## src/rtl/pulse_time_counter.sv

```systemverilog
module pulse_time_counter #(
  parameter int WIDTH = 16
) (
  input  logic             clk,
  input  logic             rst_n,
  input  logic             en,
  input  logic             mode_pulse,
  input  logic             presc_bypass,
  input  logic             filt_bypass,
  input  logic             dbg_halt,
  input  logic             tick_pclk,
  input  logic             tick_pout,
  input  logic             pulse_raw,
  input  logic             pulse_filt,
  input  logic             wr_en,
  input  logic             wr_sel,
  input  logic [WIDTH-1:0] wr_data,
  output logic [WIDTH-1:0] count,
  output logic             match_flag,
  output logic             irq,
  output logic             trig
);

  localparam int IE_BIT  = 0;
  localparam int FR_BIT  = 1;
  localparam int CLR_BIT = 2;

  logic [WIDTH-1:0] count_q, match_q;
  logic             flag_q, irq_en_q, free_run_q, trig_q;

  logic time_tick, pulse_tick, step, hit, ctrl_wr, match_wr;

  assign time_tick  = presc_bypass ? tick_pclk : tick_pout;
  assign pulse_tick = filt_bypass ? pulse_raw : pulse_filt;
  assign step       = en & (mode_pulse ? pulse_tick : (time_tick & ~dbg_halt));
  assign hit        = step & (count_q == match_q);
  assign ctrl_wr    = wr_en & wr_sel;
  assign match_wr   = wr_en & ~wr_sel & (~en | flag_q);

  always_ff @(posedge clk or negedge rst_n) begin
    if (!rst_n) begin
      count_q <= '0;
    end else if (!en) begin
      count_q <= '0;
    end else if (step) begin
      if (hit && !free_run_q) count_q <= '0;
      else                    count_q <= count_q + 1'b1;
    end
  end

  always_ff @(posedge clk or negedge rst_n) begin
    if (!rst_n) begin
      flag_q <= 1'b0;
    end else if (!en) begin
      flag_q <= 1'b0;
    end else if (hit) begin
      flag_q <= 1'b1;
    end else if (ctrl_wr && wr_data[CLR_BIT]) begin
      flag_q <= 1'b0;
    end
  end

  always_ff @(posedge clk or negedge rst_n) begin
    if (!rst_n) begin
      irq_en_q   <= 1'b0;
      free_run_q <= 1'b0;
    end else if (ctrl_wr) begin
      irq_en_q   <= wr_data[IE_BIT];
      free_run_q <= wr_data[FR_BIT];
    end
  end

  always_ff @(posedge clk or negedge rst_n) begin
    if (!rst_n)        match_q <= '0;
    else if (match_wr) match_q <= wr_data;
  end

  always_ff @(posedge clk or negedge rst_n) begin
    if (!rst_n) trig_q <= 1'b0;
    else        trig_q <= hit;
  end

  assign count      = count_q;
  assign match_flag = flag_q;
  assign irq        = flag_q & irq_en_q;
  assign trig       = trig_q;

endmodule

```

## config.mk

```make
export PLATFORM = sky130hd
export DESIGN_NAME = pulse_time_counter
export DESIGN_NICKNAME = d
export VERILOG_FILES = /design/src/rtl/pulse_time_counter.sv
export SDC_FILE = /design/constraint.sdc
export NUM_CORES = 1
export LEC_CHECK = 0
export BUFFER_PORTS_ARGS = -buffer_cell sky130_fd_sc_hd__buf_4
export CAP_MARGIN = 25
export CORE_AREA = 10 10 72 74
export CTS_BUF_LIST = sky130_fd_sc_hd__clkbuf_4
export DETAILED_ROUTE_END_ITERATION = 8
export DIE_AREA = 0 0 82 84
export PLACE_DENSITY_LB_ADDON = 0.15
export SYNTH_ARGS = -nofsm -noshare
export SYNTH_HDL_FRONTEND = slang
export SYNTH_SLANG_ARGS = --single-unit
```

## constraint.sdc

```tcl
create_clock -name clk -period 4.1 [get_ports clk]
set_input_delay 0.41 -clock clk [delete_from_list [all_inputs] [get_ports clk]]
set_output_delay 0.41 -clock clk [all_outputs]
set_load 0.1 [all_outputs]
```

# --- Word level (Yosys, flattened, before mapping) ---
# Cells that the tools add are included.
op_classes:
  reduce_logical: 3
  bitwise: 11
  n_eq_ne: 3
  mux: 9
  addsub: 1
ops:
  columns: ["op", "count"]
  rows:
  - ["$mux W16", 3]
  - ["$add A16 B1 Y16 const B", 1]
  - ["$eq A16 B16 Y1", 1]
  - ["$and A1 B1 Y1", 7]
  - ["$mux W1", 6]
  - ["$ne A3 B1 Y1 const B", 1]
  - ["$not A1 Y1", 3]
  - ["$logic_and A1 B1 Y1", 2]
  - ["$ne A2 B1 Y1 const B", 1]
  - ["$logic_not A1 Y1", 1]
  - ["$or A1 B1 Y1", 1]
totals:
  out_inout_bits: 19
  wordCells: 33
  reg_bits: 36

# --- Longest topological paths before layout ---
# Gate-level depths: netlist of the first run.
depth:
  word_depth: 9
  ltp_mapped: 7
  mapped_depth_nobuf: 5

# --- Worst setup path after synthesis of the first run ---
# No wires, ideal clock.
synth_timing:
  path_type: "reg-to-reg"
  startpoint: "register count_q[2], in the netlist count[2]"
  endpoint: "register count_q[8], in the netlist count[8]"
  path_slack_ns: 1.812
  arrival_time_ns: 2.166
  path_stages_with_launch: 8
  path_buffers: 2
  required_time_ns: 3.978
  cell_sequence: "dfrtp_1 buf_6 xor2_1 nor4_2 nand4_2 o31ai_4 buf_6 nor2_1"
synth_via:
  elab_chain_cells: 6
  word_cells_on_any_way: 7
  classes_between: "add/sub: 1; eq/ne: 1; mux: 3; bitwise: 1; reduce/logical: 1"
synth_lines:
  columns: ["element", "line_no", "text"]
  rows:
  - ["start: declaration", "28", "logic [WIDTH-1:0] count_q, match_q;"]
  - ["start signal: assignment", "47", "else count_q <= count_q + 1'b1;"]
  - ["branches (longest 3 deep; another with $add A16 B1 Y16)", null, null]
  - ["$mux W16 (*)", "46", "if (hit && !free_run_q) count_q <= '0;"]
  - ["$mux W16 (*)", "45", "end else if (step) begin"]
  - ["$mux W16 (*)", "43", "end else if (!en) begin"]
# Every way passes the cells marked *. The select of a mux whose other input is x is not followed.
# A chain may end at the register's enable or synchronous reset.

# --- Worst setup path in the final report of the first run ---
layout_timing:
  startpoint: "register count_q[3], in the netlist count[3]"
  endpoint: "register count_q[12], in the netlist count[12]"
# The elaborated chain is that of the path after synthesis.

==> run_results.csv, run 1 <==
group,metric,value,unit
outcome,outcome,"complete, no violations",
power_and_ir_drop,power,0.715,mW
setup_path,reg2reg_slack,1.95,ns
setup_path,start_kind,"flip-flop",
drt,drt_wl_total,4.21,mm
setup_path,cp_data_arrival_time,2.34,ns
drt,post-route-drc-count,0,
timing,tightest_slew,0.937,ns
layout,drive_above_1_share,38.8,%
power_and_ir_drop,p_leak,1.02,nW
clocking,clk_pin_slew_worst_paths,0.11,ns
grt,antenna_found_initial,0,
floorplan,dieArea,0.00689,mm^2
timing,finalSetupTns,0,ns
setup_path,ff2ff_path_depth,5,
synthesis,synth_edf_count,0,
synthesis,synth_common_cells,"dfrtp_1, mux2_2, nor2_1",
grt,grt_start_max_net_pins,37,
synthesis,synth_seq_area_share,49.2,%
floorplan,die_w,82,um
layout,fin_cells,256,
timing,relSlewSlack,37.5,%
timing,period_needed,2.15,ns
timing,finalHoldViolCount,0,
timing,setup_violations,0,
grt,overflow,0,
setup_path,crit_buf_inv,0,
clocking,cts_buffers,5,
floorplan,fp.dieH,84,um
clocking,cts_tree,"built",
worst_hold_path,hold_path_class,"in2async",
setup_path,crit_path_max_incr_delay,0.61,ns
drt,wl_per_cell,16.4,um
synthesis,syn_nets,187,
timing,slew_viol_final,0,
setup_path,critPathCaptureType,"flip-flop",
floorplan,initial_core_util,47.5,%
floorplan,num_rows,23,
timing,fin_crit_sh,52.5,%
place,io_buffers,47,
drt,first_iter_violations,115,
power_and_ir_drop,ir_worst_vdd,197,uV
place,gp_congestion,0.842,
setup_path,worst-path-max-fanout,14,
synthesis,synth-seq-cells,36,
clocking,ctsHoldBuffers,0,
clocking,cts_sinks,36,
synthesis,async_flop_share,100,%
clocking,cts_root_buf,"clkbuf_4",
timing,final.hold.worst_slack,0.0128,ns
power_and_ir_drop,p_per_area,317,mW/mm^2
setup_path,r2r_start,"count[3]",
floorplan,coreArea,0.00386,mm^2
grt,grt_pass1_wl,6.79,mm
grt,grt_pass1_vias,1375,
synthesis,ys_types,31,
drt,via_per_inst,5.26,
setup_path,required,4.29,ns
synthesis,syn_avg_cell_area,11.7,um^2
layout,fill_cells,362,
timing,fmax,465,MHz
place,dp_hpwl,3.29,mm
timing,fin_skew,0.00818,ns
clocking,htreeDepth,2,
synthesis,syn-instance-count,157,
drt,antenna_left,0,
grt,grt_usage,12.6,%
setup_path,crit_family,"simple AND/OR/NAND/NOR gates",
drt,vias,1347,
setup_path,path_class,"reg2reg",
floorplan,io-pin-count,48,
clocking,cts_resized,0,
synthesis,syn-cell-area,0.00183,mm^2
clocking,postCtsSetupRepairBufs,0,
synthesis,yosys.area.top_type,"dfrtp_1",
clocking,clockBufferDepth,2,
synthesis,yosys-top-cells-area,"dfrtp_1, mux2_2, xor2_1",
setup_path,crit_chain,"xor2_1 -> nor4_1 -> nand4_2 -> o31ai_4 -> nor2_1",
layout,areaGrowthSynthToFinish,23.3,%
setup_path,cp_slowest_cell,"o31ai_4",
run,drv_cap,0,
setup_path,rr_endpoint,"count[12]",
timing,rsz0062_at_grt,"false",
synthesis,synth_top_cell_area_share,49.2,%
clocking,clk_latency,0.33,ns
synthesis,synthFlopType,"dfrtp_1",
synthesis,yosysMostFrequentCell,"dfrtp_1",
drt,drtPass1Iterations,4,
synthesis,ys_warn_count,0,
place,placed_cells,249,
layout,nets,236,
layout,n_antenna_cell,0,
state kept, by name, summed over array words and instances (netlist names):
name / count
match_flag: 1
trig: 1
irq_en_q: 1
match_q: 16
count: 16
free_run_q: 1
report_power, final:
group	switching [mW]	total [mW]	internal, mW
Sequential	0.0270	0.417	0.390
Combinational	0.0623	0.128	0.0656
Clock	0.110	0.170	0.0599
Total	0.200	0.715	0.515
cell type report:
class                      count  area, um^2  area share (%)
clock buffer                   5        37.5            1.66
sequential                    36         901            39.9
multi-input combinational    113         881            39.0
tap                           50        62.6            2.77
timing repair buffer          48         360            16.0
clock inverter                 2        7.51           0.333
inverter                       2        7.51           0.333
through the flow:
stage | worst slack, ns | util (%) | instance area [um^2]
5_1_grt | 1.79 | 58.5 | 2260
2_1_floorplan | 1.81 | - | 1830
3_3_place_gp | 1.99 | 57.4 | 2210
6_report | 1.95 | 58.5 | 2260
3_5_place_dp | 1.93 | 57.4 | 2210
4_1_cts | 1.91 | 58.5 | 2260
worst max path at each step:
stage	from	to	slack [ns]	cells past startpoint
floorplan	count[2]	count[8]	1.81	7
global placement	count[3]	count[15]	1.99	5
detailed placement	count[3]	count[12]	1.93	5
CTS	count[3]	count[12]	1.91	5
global route	count[13]	count[6]	1.79	5
finish	count[3]	count[12]	1.95	5
cells in the final DEF, fill, tap and decap left out, drive strengths merged, types with 3 or more instances in the layout:
cell	netlist	layout
buf	5	48
dfrtp	36	36
mux2	20	20
nor2	18	18
xor2	16	16
xnor2	14	14
nand2	7	7
nor4	7	7
clkbuf	1	5
nand3	4	4
nor4b	4	4
nand4	4	4
nor3	3	3
routing by layer:
layer  part of all wire [%]  track usage [%]
met5                      0                0
met1                     42             15.8
met2                     51             19.7
met3                    5.3             4.31
met4                    2.0             3.87
logic make-up after synthesis:
logic type | Yosys count | synth area share (%)
compound gates | 7 | 3.96
xor+xnor | 30 | 14.4
fa+ha+maj | 1 | 0.683
buf+inv | 8 | 2.67
flops | 36 | 49.2
mux | 20 | 12.3
simple gates | 55 | 16.8
No activity file was read; power rests on OpenSTA's default activity.
==> run 2: changes to the inputs <==
- clock period: 4.1 -> 2.14 ns (I/O delays scaled with it)
==> run 2 against run 1 <==
Against the previous run:
- first-iteration DRC count fell by 8.7%
- worst hold slack improved by 0.082 ns
- largest cell class unchanged
- maximum frequency rose by 14%
- die area did not move
- combinational power rose by 97%
- highest routed layer unchanged
- wire length rose by 0.19%
- via count fell by 0.59%
- global-route usage rose by 0.31 points
- sequential power rose by 91%
- cell count rose by 2.0%
- worst setup slack got worse by 1.7 ns
==> run_results.csv, run 2 (same netlist as run 1, synthesis figures left out) <==
group,metric,value,unit
layout,layout_common_cells,"buf_4, mux2_2, dfrtp_1",
place,pre_cts_slack,0.285,ns
floorplan,die_w,82,um
layout,fill_cells,344,
place,gp_congestion,0.821,
timing,setup_violations,0,
floorplan,coreArea,0.00386,mm^2
timing,tightest_slew,0.453,ns
setup_path,worst-path-max-fanout,7,
clocking,cts_buffers,5,
timing,fmax,532,MHz
timing,period_needed,1.88,ns
timing,setup_slack,0.259,ns
drt,first_iter_violations,105,
layout,fin_area,0.00232,mm^2
timing,finalHoldViolCount,0,
floorplan,initial_core_util,47.5,%
place,dp_hpwl,3.28,mm
floorplan,num_rows,23,
power_and_ir_drop,ir_worst_vdd,370,uV
place,place_area,0.00225,mm^2
timing,relSlewSlack,69.8,%
layout,layout_commonest_cell,"buf_4",
setup_path,start_kind,"flip-flop",
layout,n_antenna_cell,0,
grt,grt_usage,12.9,%
grt,grt_pass1_wl,7.02,mm
clocking,cts_tree,"built",
layout,drive_above_1_share,47.9,%
clocking,clk_latency,0.34,ns
clocking,cts_sinks,36,
grt,grt_start_max_net_pins,37,
timing,rsz0062_at_grt,"false",
drt,drt_wl_total,4.22,mm
drt,vias,1339,
drt,via_per_inst,5.13,
drt,drtPass1Iterations,4,
setup_path,ff2ff_path_depth,6,
setup_path,critPathCaptureType,"flip-flop",
outcome,outcome,"complete, no violations",
clocking,clockBufferDepth,2,
floorplan,fp.dieH,84,um
layout,areaGrowthSynthToFinish,26.8,%
layout,nets,240,
timing,slew_viol_final,0,
setup_path,required,2.36,ns
drt,antenna_left,0,
drt,post-route-drc-count,0,
setup_path,cp_data_arrival_time,2.10,ns
power_and_ir_drop,p_per_area,611,mW/mm^2
grt,antenna_found_initial,0,
timing,finalSetupTns,0,ns
grt,overflow,0,
setup_path,path_class,"reg2reg",
run,drv_cap,0,
timing,fin_skew,0.0195,ns
layout,fin_cells,261,
grt,grt_pass1_vias,1466,
clocking,clk_pin_slew_worst_paths,0.11,ns
clocking,cts_resized,0,
clocking,htreeDepth,2,
power_and_ir_drop,p_leak,1.02,nW
floorplan,io-pin-count,48,
clocking,cts_root_buf,"clkbuf_4",
place,io_buffers,47,
worst_hold_path,hold_path_class,"in2reg",
floorplan,dieArea,0.00689,mm^2
timing,fin_crit_sh,87.9,%
drt,wl_per_cell,16.1,um
place,placed_cells,252,
worst_hold_path,hold_depth,2,
[run 2: cell count changes in the layout (fill, tap and decap cells not counted), sizes merged]
cell	delta
clkbuf	+2
buf	+3
dlygate4sd3	+1
clkinv	-1
[run 2: final timing paths]
kind	slack, ns	from	to
max in group asynchronous	1.42	rst_n	count[5]
setup reg to reg	0.26	count[2]	count[5]
setup / recovery	0.26	count[2]	count[5]
hold / removal	0.09	wr_data[10]	match_q[10]
min in group asynchronous	0.35	rst_n	match_q[14]
hold reg to reg	0.51	irq_en_q	irq_en_q
[run 2: area by class of cell]
class                           count  area [um^2]  area share (%)
Timing Repair Buffer               52          393            16.9
Sequential cell                    36          921            39.7
Inverter                            2         7.51           0.323
Multi-Input combinational cell    113          881            38.0
Tap cell                           50         62.6            2.70
Clock buffer                        7         52.6            2.26
Clock inverter                      1         3.75           0.162
[run 2: repair_timing]
action,4_1_cts,5_1_grt
hold buffers,1,0
hold endpoints to repair,36,0
setup buffers,0,0
[run 2: layer usage]
layer	GRT usage [%]	vias up	routed length, um
met5	0	-	0
met4	3.41	0	43
met3	4.09	6	264
met2	21.5	33	2210
met1	15.4	649	1700
li1	-	651	-
[run 2: report_power, final]
group	switching (mW)	internal [mW]	leakage, nW
Combinational	0.121	0.131	0.554
Sequential	0.0499	0.747	0.437
Clock	0.216	0.152	0.0338
[run 2: per-stage QoR]
| step | hold slack (ns) | utilization, % | power, mW |
|---|---|---|---|
| after floorplan | -0.0816 | - | 0.968 |
| after global placement | 0.191 | 58.5 | 1.06 |
| after detailed placement | 0.197 | 58.5 | 1.07 |
| after CTS | 0.0904 | 60.2 | 1.44 |
| after global routing | 0.0743 | 60.2 | 1.50 |
| final | 0.0943 | 60.2 | 1.42 |
[run 2: critical path: stages, from the launching register on]
cell and delay (ns):
dfrtp_2 0.47, xor2_1 0.20, nor4_2 0.38, nand4_2 0.21, o31ai_4 0.27, buf_4 0.18
nor2_1 0.05
==> run 3: changes to the inputs <==
- HOLD_SLACK_MARGIN: unset -> 0.15
==> run 3 against run 2 <==
Against the previous run:
- design area is 6.9% higher
- first-iteration DRC count is 13% higher
- via count is 5.2% higher
- clock skew hardly changed
- maximum frequency is 0.21% lower
- global-route usage is 0.81 points higher
- clock power hardly changed
- die area stayed put
- sequential power hardly changed
- critical endpoint unchanged
- cell count is 6.1% higher
- critical path depth stayed put
- largest power group unchanged
- flip-flop and latch count stayed put
==> run_results.csv, run 3 (same netlist as run 1, synthesis figures left out) <==
group,metric,value,unit
floorplan,dieArea,0.00689,mm^2
layout,fin_cells,277,
power_and_ir_drop,p_sw,0.391,mW
drt,drt_wl_total,4.41,mm
timing,relSlewSlack,70.3,%
grt,use_met2,23.3,%
clocking,cts_sinks,36,
floorplan,coreArea,0.00386,mm^2
setup_path,path_class,"reg2reg",
run,drv_cap,0,
clocking,clk_latency,0.34,ns
clocking,clockBufferDepth,2,
grt,use_met1,16.1,%
drt,vias,1409,
place,dp_hpwl,3.28,mm
power_and_ir_drop,p_leak,1.09,nW
worst_hold_path,hold_path_class,"in2reg",
timing,finalSetupTns,0,ns
grt,antenna_found_initial,0,
outcome,outcome,"complete, no violations",
timing,slew_viol_final,0,
timing,setup_violations,0,
drt,wl_per_cell,15.9,um
place,placed_cells,252,
grt,use_met3,4.20,%
timing,fin_crit_sh,88.1,%
place,gp_congestion,0.821,
clocking,htreeDepth,2,
clocking,cts_root_buf,"clkbuf_4",
grt,grt_usage,13.7,%
layout,drive_above_1_share,44.5,%
power_and_ir_drop,pwr-share-clk,25.4,%
clocking,cts_buffers,5,
floorplan,initial_core_util,47.5,%
clocking,ctsHoldBuffers,17,
setup_path,required,2.36,ns
floorplan,io-pin-count,48,
timing,finalHoldViolCount,0,
floorplan,fp.dieH,84,um
setup_path,start_kind,"flip-flop",
grt,grt_pass1_vias,1556,
drt,post-route-drc-count,0,
floorplan,die_w,82,um
power_and_ir_drop,p_per_area,581,mW/mm^2
grt,grt_start_max_net_pins,37,
layout,layout_commonest_cell,"buf_4",
clocking,postCtsSetupRepairBufs,0,
setup_path,critPathCaptureType,"flip-flop",
grt,top_usage_layer,"met2",
clocking,cts_resized,0,
timing,rsz0062_at_grt,"false",
setup_path,cp_data_arrival_time,2.10,ns
setup_path,worst-path-max-fanout,7,
clocking,clk_pin_slew_worst_paths,0.10,ns
power_and_ir_drop,comb_power_share,19.2,%
drt,drtPass1Iterations,4,
power_and_ir_drop,p_int,1.05,mW
power_and_ir_drop,ir_worst_vdd,368,uV
grt,overflow,0,
clocking,cts_tree,"built",
grt,grt_pass1_wl,7.47,mm
floorplan,num_rows,23,
layout,n_antenna_cell,0,
drt,via_per_inst,5.09,
power_and_ir_drop,power_frac_seq,55.4,%
timing,fmax,531,MHz
timing,tightest_slew,0.446,ns
layout,nets,256,
place,io_buffers,47,
layout,areaGrowthSynthToFinish,35.5,%
timing,fin_skew,0.0198,ns
drt,first_iter_violations,119,
layout,layout_common_cells,"buf_4, mux2_2, dfrtp_1",
timing,period_needed,1.88,ns
drt,antenna_left,0,
power_and_ir_drop,sw_frac_of_total,27.1,%
[run 3: cell count changes in the layout (fill, tap and decap cells not counted), sizes merged]
cell / before / now
dlygate4sd3: 1 / 17
[run 3: layout make-up]
cell class	instances	area [um^2]
Tap cell	50	62.6
Timing Repair Buffer	68	553
Inverter	2	7.51
Multi-Input combinational cell	113	881
Sequential cell	36	921
Clock inverter	1	3.75
Fill cell	326	1380
Clock buffer	7	52.6
[run 3: metal layers]
| metal | up-vias | part of all wire (%) |
|---|---|---|
| met5 | - | 0 |
| met4 | 0 | 0.98 |
| met3 | 6 | 6.5 |
| met2 | 38 | 53 |
| met1 | 680 | 40 |
| li1 | 685 | - |
[run 3: worst max-delay path, stage by stage (launching register included)]
cell and delay, ns:
dfrtp_2 0.47, xor2_1 0.20, nor4_2 0.38, nand4_2 0.21, o31ai_4 0.27, buf_4 0.18, nor2_1 0.05
[run 3: power groups by stage]
stage                     Combinational [mW]  Clock (mW)  Sequential [mW]
final                                  0.277       0.366            0.798
after global routing                   0.305       0.415            0.809
after floorplan                        0.142           0            0.825
after global placement                 0.246           0            0.813
after detailed placement               0.254           0            0.814
after CTS                              0.281       0.379            0.800
[run 3: stage by stage]
stage	utilization [%]	area (um^2)	power [mW]	hold WS, ns	setup slack [ns]
after floorplan	-	1850	0.968	-0.0816	0.00931
after global placement	58.5	2250	1.06	0.191	0.320
after detailed placement	58.5	2250	1.07	0.197	0.285
after CTS	64.3	2480	1.46	0.156	0.258
after global routing	64.3	2480	1.53	0.161	0.165
final	64.3	2480	1.44	0.168	0.255
[run 3: worst paths after layout]
kind                       depth (start not counted)         to      from  slack (ns)
min                                                3   count[1]        en        0.17
min reg2reg                                        1   irq_en_q  irq_en_q        0.51
min in group asynchronous                          2  count[10]     rst_n        0.35
max in group asynchronous                          2   count[5]     rst_n        1.43
max reg2reg                                        6   count[5]  count[2]        0.26
max                                                6   count[5]  count[2]        0.26
